==> config.mk <==
export PLATFORM = sky130hd
export DESIGN_NAME = irq_aggregator
export DESIGN_NICKNAME = d
export VERILOG_FILES = /design/src/rtl/irqagg_pkg.sv /design/src/rtl/irqagg_edge.sv /design/src/rtl/irqagg_cell.sv /design/src/rtl/irq_aggregator.sv
export SDC_FILE = /design/constraint.sdc
export NUM_CORES = 1
export LEC_CHECK = 0
export ABC_AREA = 1
export ABC_CLOCK_PERIOD_IN_PS = 800
export BUFFER_PORTS_ARGS = -buffer_cell sky130_fd_sc_hd__buf_2
export CORE_MARGIN = 2
export CORE_UTILIZATION = 39
export DETAILED_ROUTE_END_ITERATION = 8
export MAX_ROUTING_LAYER = met4
export PLACE_DENSITY_LB_ADDON = 0.1
export SETUP_SLACK_MARGIN = 0.2
export SYNTH_ARGS = -nofsm -noshare
export SYNTH_HDL_FRONTEND = slang
export SYNTH_SLANG_ARGS = --single-unit
==> constraint.sdc <==
create_clock -name clk -period 0.8 [get_ports clk]
set_input_delay 0.04 -clock clk [delete_from_list [all_inputs] [get_ports clk]]
set_output_delay 0.04 -clock clk [all_outputs]
set_load 0.05 [all_outputs]
==> src/rtl/irqagg_pkg.sv <==
package irqagg_pkg;
  localparam int REG_W   = 32;
  localparam int STS_OFS = 16;   // status bit = enable bit + STS_OFS
  localparam int STS_TOP = 28;   // highest implemented status position

  // Mask of n consecutive bits starting at lo, within a register word.
  function automatic logic [REG_W-1:0] field_mask(input int lo, input int n);
    logic [REG_W-1:0] m;
    m = '0;
    for (int k = 0; k < n; k++) m[lo + k] = 1'b1;
    return m;
  endfunction

  // Register position of the status bit that belongs to an enable position.
  function automatic int status_pos(input int en_pos);
    return en_pos + STS_OFS;
  endfunction
endpackage

==> src/rtl/irqagg_edge.sv <==
module irqagg_edge #(
  parameter int W = 6
) (
  input  logic         clk,
  input  logic         rst_n,
  input  logic [W-1:0] level_i,
  output logic [W-1:0] rise_o
);
  logic [W-1:0] last_q;

  always_ff @(posedge clk or negedge rst_n) begin
    if (!rst_n) last_q <= '0;
    else        last_q <= level_i;
  end

  assign rise_o = level_i & ~last_q;
endmodule

==> src/rtl/irqagg_cell.sv <==
module irqagg_cell (
  input  logic clk,
  input  logic rst_n,
  input  logic load_i,   // register write strobe
  input  logic en_d_i,   // enable value from write data
  input  logic clr_i,    // write-1-to-clear for status
  input  logic evt_i,    // rising edge of the source
  output logic en_o,
  output logic sts_o
);
  logic en_q, sts_q;

  always_ff @(posedge clk or negedge rst_n) begin
    if (!rst_n) begin
      en_q  <= 1'b0;
      sts_q <= 1'b0;
    end else begin
      if (load_i) en_q <= en_d_i;
      // a new event wins over a clear in the same cycle
      sts_q <= evt_i | (sts_q & ~clr_i);
    end
  end

  assign en_o  = en_q;
  assign sts_o = sts_q;
endmodule

==> src/rtl/irq_aggregator.sv <==
module irq_aggregator
  import irqagg_pkg::*;
#(
  parameter int NUM_SRC  = 6,
  parameter int SRC_BASE = 0
) (
  input  logic               clk,
  input  logic               rst_n,
  input  logic               wr_en,
  input  logic [31:0]        wr_data,
  output logic [31:0]        rd_data,
  input  logic [NUM_SRC-1:0] src_in,
  output logic               irq_out
);
  localparam int EN_LO  = SRC_BASE;
  localparam int STS_LO = EN_LO + STS_OFS;

  // named internal events, visible to assertions and waveforms
  logic [NUM_SRC-1:0] src_rise;
  logic [NUM_SRC-1:0] en_vec;
  logic [NUM_SRC-1:0] sts_vec;
  logic [NUM_SRC-1:0] pend_vec;

  irqagg_edge #(.W(NUM_SRC)) u_edge (
    .clk     (clk),
    .rst_n   (rst_n),
    .level_i (src_in),
    .rise_o  (src_rise)
  );

  for (genvar i = 0; i < NUM_SRC; i++) begin : g_cell
    irqagg_cell u_cell (
      .clk    (clk),
      .rst_n  (rst_n),
      .load_i (wr_en),
      .en_d_i (wr_data[EN_LO + i]),
      .clr_i  (wr_en & wr_data[status_pos(EN_LO + i)]),
      .evt_i  (src_rise[i]),
      .en_o   (en_vec[i]),
      .sts_o  (sts_vec[i])
    );
  end

  assign pend_vec = en_vec & sts_vec;
  assign irq_out  = |pend_vec;

  always_comb begin
    rd_data = '0;
    for (int k = 0; k < NUM_SRC; k++) begin
      rd_data[EN_LO + k]  = en_vec[k];
      rd_data[STS_LO + k] = sts_vec[k];
    end
  end
endmodule

## After elaboration in Yosys (flattened, before gate mapping)

Index checks and enable logic that the tools add are counted.

| storage, ports and cells | value |
|---|---|
| logic and storage cells | 41 |
| register bits | 18 |
| bits in latches | 0 |
| memories | 0 |
| memory bits (read-only) | 0 |
| memory bits (writable) | 0 |

| operators by class | value |
|---|---|
| bitwise operators | 27 |
| div/mod/pow operators | 0 |
| multiplexer cells | 0 |
| $add $sub $neg | 0 |
| reductions and logical operators | 1 |
| multipliers | 0 |
| order comparisons | 0 |
| shifts and indexed selects | 0 |
| equality and inequality tests | 0 |

Operator list:

| kind | count |
|---|---|
| $and 1x1->1 | 12 |
| $and 6x6->6 | 2 |
| $not 1->1 | 6 |
| $not 6->6 | 1 |
| $or 1x1->1 | 6 |
| $reduce_or 6->1 | 1 |

## Depth between registers and ports, before layout

Gate-level depths: netlist (run 1).

| depth | value |
|---|---|
| word-level depth | 4 |
| mapped depth | 4 |
| gate-level depth less buffers | 4 |

## Modules after synthesis

From an unflattened synthesis (run 1), not the netlist that was laid out.

| unflattened totals | value |
|---|---|
| cell total of the unflattened synthesis | 123 |
| area, all modules | 934.6 um^2 |

By module, submodules not included:

| module | area each (um^2) | cells an instance | instances | sequential area each (um^2) |
|---|---|---|---|---|
| irqagg_cell | 80.1 | 10 | 6 | 50.0 |
| irq_aggregator | 244.0 | 45 | 1 | 0.0 |
| irqagg_edge | 210.2 | 18 | 1 | 150.1 |

## Worst setup path before layout (run 1)

OpenSTA, ideal clock, no wires.

| timing | value |
|---|---|
| path type | reg2out |
| start | register g_cell[4].u_cell.en_q |
| end | output irq_out |
| setup slack | -0.084 ns |
| stages on the path, launching flop included | 5 |
| arrival | 0.844 ns |
| cell sequence | dfrtp_1 > nand2_1 > nand2_1 > nor2_1 > nand2_1 |

| on the way | value |
|---|---|
| word-level cells in the longest chain between the ends | 2 |

RTL lines:

| element | line | source |
|---|---|---|
| start, declared | irqagg_cell.sv:11 | `logic en_q, sts_q;` |
| start signal, assigned | irqagg_cell.sv:18 | `if (load_i) en_q <= en_d_i;` |
| $and 6x6->6 | irq_aggregator.sv:44 | `assign pend_vec = en_vec & sts_vec;` |
| $reduce_or 6->1 | irq_aggregator.sv:45 | `assign irq_out = \|pend_vec;` |
| end, declared | irq_aggregator.sv:13 | `output logic irq_out` |

Every way passes these cells.

## Worst setup path in the final report (run 1)

| timing | value |
|---|---|
| start | register g_cell[1].u_cell.en_q |
| end | output irq_out |

| on the way | value |
|---|---|
| word-level cells in the longest chain between the ends | 2 |

RTL lines:

| element | line |
|---|---|
| start, declared | irqagg_cell.sv:11 |
| start signal, assigned | irqagg_cell.sv:18 |
| $and 6x6->6 | irq_aggregator.sv:44 |
| $reduce_or 6->1 | irq_aggregator.sv:45 |

Every way passes these cells.

==> results of run 1 <==
area by class of cell:
cell class,count,area share (%)
clock buffers,3,1.64
inverters,13,3.55
multi-input cells,61,21.1
flip-flops and latches,18,32.8
well taps,28,2.55
repair buffers,56,38.3
per-layer routing:
layer  global-route usage [%]  vias up  part of all wire (%)
met2                     22.0       32                    53
met3                     1.67        2                   6.3
li1                         -      359                     -
met1                     16.6      325                    40
met5                        -        -                     0
met4                     7.69        0                   1.0
cells by family (layout without fill, tap and decap cells):
logic type             after synthesis  count (layout)  share of synthesized area (%)
AO/OA/AOI/OAI                       12              12                           7.83
buffers and inverters               47              72                           33.4
flip-flops                          18              18                           47.0
other                                1              20                          0.391
AND/OR/NAND/NOR                     29              29                           11.4
repair_timing:
item | 4_1_cts | 5_1_grt
endpoints found under the setup margin | 25 | 25
gates resized for setup | 48 | 25
endpoints found under the hold margin | 36 | 6
buffers inserted | 4 | 1
pin swaps | 0 | 0
final timing paths:
check	startpoint	endpoint	slack [ns]
min in group asynchronous	rst_n	g_cell[4].u_cell.sts_o	0.21
max reg2reg	g_cell[2].u_cell.sts_o	g_cell[2].u_cell.sts_o	-0.03
max	g_cell[1].u_cell.en_o	irq_out	-0.37
min	wr_data[3]	g_cell[3].u_cell.en_o	-0.04
max in group asynchronous	rst_n	g_cell[0].u_cell.sts_o	0.30
min reg2reg	u_edge.last_q[1]	g_cell[1].u_cell.sts_o	0.41
metrics by stage:
| step | util [%] | cells | setup TNS, ns |
|---|---|---|---|
| 3_5_place_dp | 45.8 | 164 | -0.0978 |
| 2_1_floorplan | - | 126 | -0.00973 |
| 3_3_place_gp | 45.8 | 164 | -0.100 |
| 5_1_grt | 60.4 | 179 | -3.69 |
| 6_report | 60.4 | 179 | -3.00 |
| 4_1_cts | 57.1 | 178 | -3.02 |
cells in the final DEF (no fill, tap or decap):
master and instances:
buf_2 20, buf_4 3, buf_6 15, buf_8 11, clkbuf_4 3, conb_1 20, dfrtp_1 18, dlygate4sd3_1 7
inv_1 7, inv_2 6, nand2_1 22, nand2_2 5, nand2_4 1, nor2_1 1, o21ai_1 5, o21ai_2 7
worst max-delay path, stage by stage (launching register included):
cell     delay [ns]
dfrtp_1        0.40
nand2_1        0.08
nand2_1        0.06
nor2_1         0.11
nand2_2        0.06
buf_6          0.15
flip-flops by register name, indices dropped and copies added, names as in the netlist:
register	cells
g_cell.u_cell.sts_o	6
g_cell.u_cell.en_o	6
u_edge.last_q	6
power by group:
part	switching (W)	internal [W]
logic	0.000685	0.000442
registers	0.0000501	0.000986
clock network	0.000256	0.000175
==> metrics.csv, run 1 <==
metric;value;unit
status;complete, but fails checks;
violations;negative hold slack, negative setup slack;
wirelength;1650;um
h-tree-depth;1;
insertion_delay;0.28;ns
leakagePower;0.746;nW
grt_pass1_wl;2690;um
synth-seq-area-share;47.0;%
p_per_area;1890;mW/mm2
drive_gt1_share;47.0;%
rsz0062_at_grt;true;
initialDrtViolationCount;2;
firstDrtPassIters;3;
hold_path_class;in -> reg;
antenna_found_initial;0;
syn_area_per_cell;8.96;um2
synthFlopType;dfrtp_1;
cts-root-buf;clkbuf_4;
antenna_cells;0;
skew;0.000312;ns
cp_max_fo;2;
setup_viol;17;
fin_nets;194;
synth-edff-count;0;
ys_top_cells_by_area;dfrtp_1 47%, buf_4 25%, nand2_1 11%, inv_1 5.1%, o21ai_0 4.2%;
end_kind;output port;
pin_count;74;
stdcell_area;0.00137;mm2
clkSlewWorstSetupHoldPaths;0.10;ns
worst_slack;-0.372;ns
holdWs;-0.0434;ns
max_freq;853;MHz
vias;718;
crit_required;0.76;ns
finalPower;0.00259;W
worstPathArrival;1.13;ns
holdPathStages;3;
period_needed;1.17;ns
synth-seq-cells;18;
start_util;42.1;%
path_class;reg -> out;
cts_tree;done;
grt_pass1_vias;686;
dieArea;0.00287;mm2
synth_common_cells;32 x buf_4, 28 x nand2_1, 18 x dfrtp_1, 13 x inv_1, 8 x o21ai_0;
hpwl;1170;um
yosysUniqueCellTypes;10;
ys_warn_count;0;
die_h;53.6;um
ctsHoldBuffers;7;
io_buffers;33;
cts_made_buffers;3;
gr-total-overflow;0;
grt_max_degree;19;
drc;0;
finalHoldViolCount;6;
cts_max_path_buffers;2;
fp.coreArea;0.00228;mm2
gp_congestion;0.691;
vias_per_cell;4.01;
area_delta_synth_final;43.3;%
synth_top_area_share;47.0;%
grt_usage;13.7;%
wl_per_cell;9.21;um
yosysMostFrequentCell;buf_4;
die_x;53.6;um
syn_inst;107;
post-route-period-util;147;%
multi_input_area;290;um2
start_kind;flip-flop;
num_rows;17;
dpl_worst_slack;-0.0978;ns
yosysTopAreaCell;dfrtp_1;
slew_viol_final;0;
ir_worst_vdd;1240;uV
worst-r2r-cell-count;4;
synthArstFlopShare;100;%
regArea;450;um2
syn_area;958;um2
fill_cells;204;
max_cap_viol_count;0;
ant_nets;0;
postPlaceCellArea;0.00104;mm2
cts.sinks;18;
Note: power is estimated with default switching activity, not from simulation.
==> inputs of run 2 (changes only) <==
--- a/config.mk
+++ b/config.mk
@@ -13,6 +13,7 @@
 export DETAILED_ROUTE_END_ITERATION = 8
 export MAX_ROUTING_LAYER = met4
 export PLACE_DENSITY_LB_ADDON = 0.1
+export RECOVER_POWER = 50
 export SETUP_SLACK_MARGIN = 0.2
 export SYNTH_ARGS = -nofsm -noshare
 export SYNTH_HDL_FRONTEND = slang
==> run 2 against run 1 <==
- the run still ends with negative hold slack, negative setup slack left
- non-clock buffer count unchanged
- sequential power about the same
- via count unchanged
- clock power about the same
- largest cell class unchanged
==> metrics.csv, run 2 (same netlist as run 1, synthesis figures left out) <==
metric;value;unit;change
vias;718;;unchanged
num_rows;17;;unchanged
gp_congestion;0.691;;unchanged
finalPower;0.00259;W;about the same
layout_common_cells;22 x nand2_1, 20 x conb_1, 19 x buf_2;;was 22 x nand2_1, 20 x conb_1, 20 x buf_2
cts.sinks;18;;unchanged
vias_per_cell;4.01;;unchanged
stdcell_count;179;;unchanged
io_buffers;33;;unchanged
leakagePower;0.746;nW;about the same
crit_path_cell_trace;nand2_1, nand2_1, nor2_1, nand2_2, buf_6;;unchanged
fill_cells;204;;unchanged
hold_path_class;in -> reg;;unchanged
critPathBufInv;1;;unchanged
internal_power;0.00160;W;about the same
wl_met1;654;um;unchanged
h-tree-depth;1;;unchanged
initialDrtViolationCount;2;;unchanged
crit_required;0.76;ns;about the same
cts_tree;done;;unchanged
violations;negative hold slack, negative setup slack;;unchanged
insertion_delay;0.28;ns;about the same
worstPathArrival;1.13;ns;about the same
dp.cells;164;;unchanged
max_freq;853;MHz;unchanged
hpwl;1170;um;unchanged
dr_wl_met3;104;um;unchanged
end_kind;output port;;unchanged
slew_viol_final;0;;unchanged
power.switching;0.000991;W;about the same
path_delay_family;flip-flops;;unchanged
antenna_cells;0;;unchanged
rsz0062_at_grt;true;;unchanged
wirelength;1650;um;about the same
firstDrtPassIters;3;;unchanged
worst-path-stages;5;;unchanged
utilization;60.4;%;unchanged
pin_count;74;;unchanged
worst_slack;-0.372;ns;unchanged
pwr-share-comb;43.4;%;about the same
finalHoldViolCount;6;;unchanged
regArea;450;um2;unchanged
max_cap_viol_count;0;;unchanged
drc;0;;unchanged
sequentialPowerShare;40.0;%;about the same
final_common_cell;nand2_1;;unchanged
critPathSlowestCell;dfrtp_1;;unchanged
fp.coreArea;0.00228;mm2;unchanged
fin_nets;194;;unchanged
p_clk_share;16.6;%;about the same
dr_wl_met2;872;um;unchanged
holdWs;-0.0434;ns;unchanged
switching_share;38.2;%;about the same
ir_worst_vdd;1240;uV;unchanged
grt_max_degree;19;;unchanged
cts_max_path_buffers;2;;unchanged
grt_usage;13.7;%;unchanged
clkSlewWorstSetupHoldPaths;0.10;ns;about the same
cts_made_buffers;3;;unchanged
max_stage_delay;0.40;ns;about the same
cp_max_fo;2;;unchanged
post-route-period-util;147;%;unchanged
die_h;53.6;um;unchanged
holdPathStages;3;;unchanged
wl_per_cell;9.21;um;about the same
die_x;53.6;um;unchanged
start_kind;flip-flop;;unchanged
gr-total-overflow;0;;unchanged
crit_top_cell;nand2_1;;unchanged
skew;0.000312;ns;unchanged
dpl_worst_slack;-0.0978;ns;unchanged
setup_viol;17;;unchanged
ant_nets;0;;unchanged
start_util;42.1;%;unchanged
worst-r2r-cell-count;4;;unchanged
status;complete, but fails checks;;unchanged
multi_input_area;290;um2;unchanged
dieArea;0.00287;mm2;unchanged
dr.max_layer_used;met4;;unchanged
path_class;reg -> out;;unchanged
ctsHoldBuffers;7;;unchanged
grt_pass1_vias;686;;unchanged
cts-root-buf;clkbuf_4;;unchanged
drive_gt1_share;47.0;%;unchanged
grt_pass1_wl;2690;um;unchanged
antenna_found_initial;0;;unchanged
period_needed;1.17;ns;unchanged
area_delta_synth_final;43.3;%;unchanged
p_per_area;1890;mW/mm2;about the same
==> run 2: metal layers <==
metal  vias to the layer above  GRT usage (%)
li1                        359              -
met1                       325           16.6
met2                        32           22.0
met3                         2           1.67
met4                         0           7.69
met5                         -              -
==> run 2: path summary, 6_finish.rpt <==
check                                            start                     end  slack (ns)
max in group asynchronous                        rst_n  g_cell[0].u_cell.sts_o        0.25
worst min register to register        u_edge.last_q[1]  g_cell[1].u_cell.sts_o        0.41
worst min-delay path                        wr_data[3]   g_cell[3].u_cell.en_o       -0.04
min in group asynchronous                        rst_n  g_cell[4].u_cell.sts_o        0.23
worst max register to register  g_cell[2].u_cell.sts_o  g_cell[2].u_cell.sts_o       -0.03
worst max-delay path             g_cell[1].u_cell.en_o                 irq_out       -0.37
==> run 2: final cells by class <==
| cell class | count | area share (%) |
|---|---|---|
| repair buffers | 56 | 38.3 |
| flip-flops and latches | 18 | 32.8 |
| multi-input cells | 61 | 21.1 |
| inverters | 13 | 3.55 |
| well taps | 28 | 2.55 |
| clock buffers | 3 | 1.64 |
==> run 2: repair_timing <==
| action | 4_1_cts | 5_1_grt |
|---|---|---|
| hold endpoints to repair | 36 | 6 |
| endpoints found under the setup margin | 25 | 25 |
| setup buffers | 4 | 1 |
| resized for setup | 48 | 25 |
==> run 2: through the flow <==
stage / TNS, ns / instance area [um2]
after floorplan: -0.00973 / 1030
after global placement: -0.100 / 1040
after detailed placement: -0.0978 / 1040
after CTS: -3.02 / 1300
after global routing: -3.69 / 1370
final: -3.00 / 1370
==> run 2: tightest hold or removal path: cells and delay by family <==
family	cells	cell delay, ns
buffers and inverters	1	0.07
and+or+nand+nor	1	0.05
AOI/OAI and AO/OA	1	0.05
==> run 2: power by group through the flow <==
stage	sequential (W)	combinational [W]	clock, W
6_report	0.00104	0.00113	0.000431
5_1_grt	0.00105	0.00120	0.000488
4_1_cts	0.00103	0.00105	0.000453
3_5_place_dp	0.00104	0.000824	0
3_3_place_gp	0.00104	0.000821	0
2_1_floorplan	0.00104	0.000761	0
==> inputs of run 3 (changes only) <==
--- a/config.mk
+++ b/config.mk
@@ -5,11 +5,10 @@
 export SDC_FILE = /design/constraint.sdc
 export NUM_CORES = 1
 export LEC_CHECK = 0
-export ABC_AREA = 1
 export ABC_CLOCK_PERIOD_IN_PS = 800
 export BUFFER_PORTS_ARGS = -buffer_cell sky130_fd_sc_hd__buf_2
 export CORE_MARGIN = 2
-export CORE_UTILIZATION = 39
+export CORE_UTILIZATION = 38
 export DETAILED_ROUTE_END_ITERATION = 8
 export MAX_ROUTING_LAYER = met4
 export PLACE_DENSITY_LB_ADDON = 0.1
==> run 3 against run 2 <==
- the run still ends with negative hold slack, negative setup slack left
- via count decreased by 16%
- utilization decreased by 2.2 points
- die area decreased by 2.0%
- synthesized area decreased by 4.7%
==> metrics.csv, run 3 <==
metric;value;unit;change
p_per_area;1970;mW/mm2;was 1890 mW/mm2
die_x;53.0;um;was 53.6 um
path_class;reg -> out;;unchanged
firstDrtPassIters;3;;unchanged
setup_viol;23;;was 17
cts_made_buffers;3;;unchanged
max_cap_viol_count;0;;unchanged
antenna_found_initial;0;;unchanged
ys_top_cells_by_area;dfrtp_1 49%, buf_4 26%, mux2_4 6.6%, a22o_1 5.8%, a22oi_1 2.5%;;was dfrtp_1 47%, buf_4 25%, nand2_1 11%, inv_1 5.1%, o21ai_0 4.2%
ys_warn_count;0;;unchanged
initialDrtViolationCount;2;;unchanged
fin_nets;164;;was 194
area_delta_synth_final;42.3;%;was 43.3%
gr-total-overflow;0;;unchanged
num_rows;17;;unchanged
ctsHoldBuffers;7;;unchanged
holdWs;-0.0196;ns;was -0.0434 ns
clkSlewWorstSetupHoldPaths;0.09;ns;was 0.10 ns
synth-seq-cells;18;;unchanged
finalPower;0.00256;W;was 0.00259 W
period_needed;1.23;ns;was 1.17 ns
violations;negative hold slack, negative setup slack;;unchanged
ir_worst_vdd;1140;uV;was 1240 uV
syn_inst;80;;was 107
layout_common_cells;20 x conb_1, 19 x buf_2, 18 x dfrtp_1;;was 22 x nand2_1, 20 x conb_1, 19 x buf_2
cts_max_path_buffers;2;;unchanged
hold_path_class;in -> reg;;unchanged
slew_viol_final;0;;unchanged
synth_common_cells;32 x buf_4, 18 x dfrtp_1, 6 x a22o_1, 6 x inv_1, 6 x nand2_1;;was 32 x buf_4, 28 x nand2_1, 18 x dfrtp_1, 13 x inv_1, 8 x o21ai_0
yosysMostFrequentCell;buf_4;;unchanged
grt_pass1_wl;2410;um;was 2690 um
grt_pass1_vias;565;;was 686
wirelength;1520;um;was 1650 um
grt_usage;12.2;%;was 13.7%
antenna_cells;0;;unchanged
post-route-period-util;153;%;was 147%
h-tree-depth;1;;unchanged
ant_nets;0;;unchanged
vias;603;;was 718
postPlaceCellArea;0.00102;mm2;was 0.00104 mm2
cts_tree;done;;unchanged
drive_gt1_share;47.9;%;was 47.0%
yosysUniqueCellTypes;11;;was 10
insertion_delay;0.28;ns;about the same
cts-root-buf;clkbuf_4;;unchanged
fp.coreArea;0.00223;mm2;was 0.00228 mm2
hpwl;1110;um;was 1170 um
status;complete, but fails checks;;unchanged
cp_max_fo;2;;unchanged
fill_cells;202;;was 204
final_common_cell;conb_1;;was nand2_1
cts.sinks;18;;unchanged
io_buffers;33;;unchanged
synth_top_area_share;49.3;%;was 47.0%
synthFlopType;dfrtp_1;;unchanged
drc;0;;unchanged
start_kind;flip-flop;;unchanged
dieArea;0.00281;mm2;was 0.00287 mm2
max_freq;815;MHz;was 853 MHz
grt_max_degree;19;;unchanged
vias_per_cell;4.05;;was 4.01
die_h;53.0;um;was 53.6 um
start_util;40.9;%;was 42.1%
end_kind;output port;;unchanged
worst_slack;-0.427;ns;was -0.372 ns
syn_area_per_cell;11.4;um2;was 8.96 um2
rsz0062_at_grt;true;;unchanged
finalHoldViolCount;5;;was 6
synth-edff-count;0;;unchanged
skew;0.00182;ns;was 0.000312 ns
wl_per_cell;10.2;um;was 9.21 um
holdPathStages;2;;was 3
crit_required;0.76;ns;about the same
leakagePower;0.682;nW;was 0.746 nW
finalSetupTns;-3.28;ns;was -3.00 ns
synthArstFlopShare;100;%;unchanged
gp_congestion;0.707;;was 0.691
pin_count;74;;unchanged
worst-r2r-cell-count;3;;was 4
synth-seq-area-share;49.3;%;was 47.0%
syn_area;913;um2;was 958 um2
utilization;58.2;%;was 60.4%
yosysTopAreaCell;dfrtp_1;;unchanged
stdcell_area;0.00130;mm2;was 0.00137 mm2
worstPathArrival;1.19;ns;was 1.13 ns
[run 3: path summary, 6_finish.rpt]
kind / start / end / slack [ns]
max in group asynchronous: rst_n / g_cell[2].u_cell.en_o / 0.27
max reg2reg: g_cell[2].u_cell.sts_o / g_cell[2].u_cell.sts_o / -0.12
min: wr_data[3] / g_cell[3].u_cell.en_o / -0.02
max: g_cell[5].u_cell.sts_o / irq_out / -0.43
min reg2reg: u_edge.last_q[1] / g_cell[1].u_cell.sts_o / 0.56
min in group asynchronous: rst_n / u_edge.last_q[3] / 0.22
[run 3: cell type report]
class	count	area, um2	share of cell area (%)
well taps	28	35.0	2.69
clock buffers	3	22.5	1.73
repair buffers	52	482	37.1
flip-flops and latches	18	450	34.6
multi-input cells	42	288	22.1
inverters	6	22.5	1.73
[run 3: per-layer routing]
metal | vias to the layer above | global-route usage [%] | routed length [um]
li1 | 288 | - | -
met1 | 284 | 13.2 | 580
met2 | 31 | 21.9 | 789
met3 | 0 | 4.80 | 149
met4 | 0 | 1.28 | 0
met5 | - | - | 0
[run 3: logic make-up after synthesis]
group                  count (synthesis)  synth area share, %
buffers and inverters                 39                 30.0
other                                  1                0.411
AND/OR/NAND/NOR                        7                 3.01
flip-flops                            18                 49.3
AO/OA/AOI/OAI                          9                 8.22
multiplexers                           6                 9.04
[run 3: per-stage QoR]
stage / instances / setup slack [ns]
after CTS: 147 / -0.444
after global routing: 149 / -0.479
after detailed placement: 135 / -0.154
after global placement: 135 / -0.139
after floorplan: 99 / -0.0303
final: 149 / -0.427
[run 3: report_power, final]
| part | total (W) | internal (W) | switching, W | leakage, nW |
|---|---|---|---|---|
| clock | 0.000416 | 0.000175 | 0.000241 | 0.0138 |
| combinational | 0.00109 | 0.000447 | 0.000643 | 0.460 |
| sequential | 0.00105 | 0.000990 | 0.0000650 | 0.208 |
| total | 0.00256 | 0.00161 | 0.000950 | 0.682 |
[run 3: critical path, stage by stage (launching register included)]
cell and delay (ns):
dfrtp_1 0.41, a22oi_2 0.25, nand3_4 0.09, buf_6 0.16
[run 3: repair_timing]
| action | 4_1_cts | 5_1_grt |
|---|---|---|
| endpoints found under the hold margin | 35 | 7 |
| pin swaps | 2 | 1 |
| endpoints found under the setup margin | 25 | 25 |
| gates resized for setup | 43 | 3 |
| setup buffers | 2 | 2 |
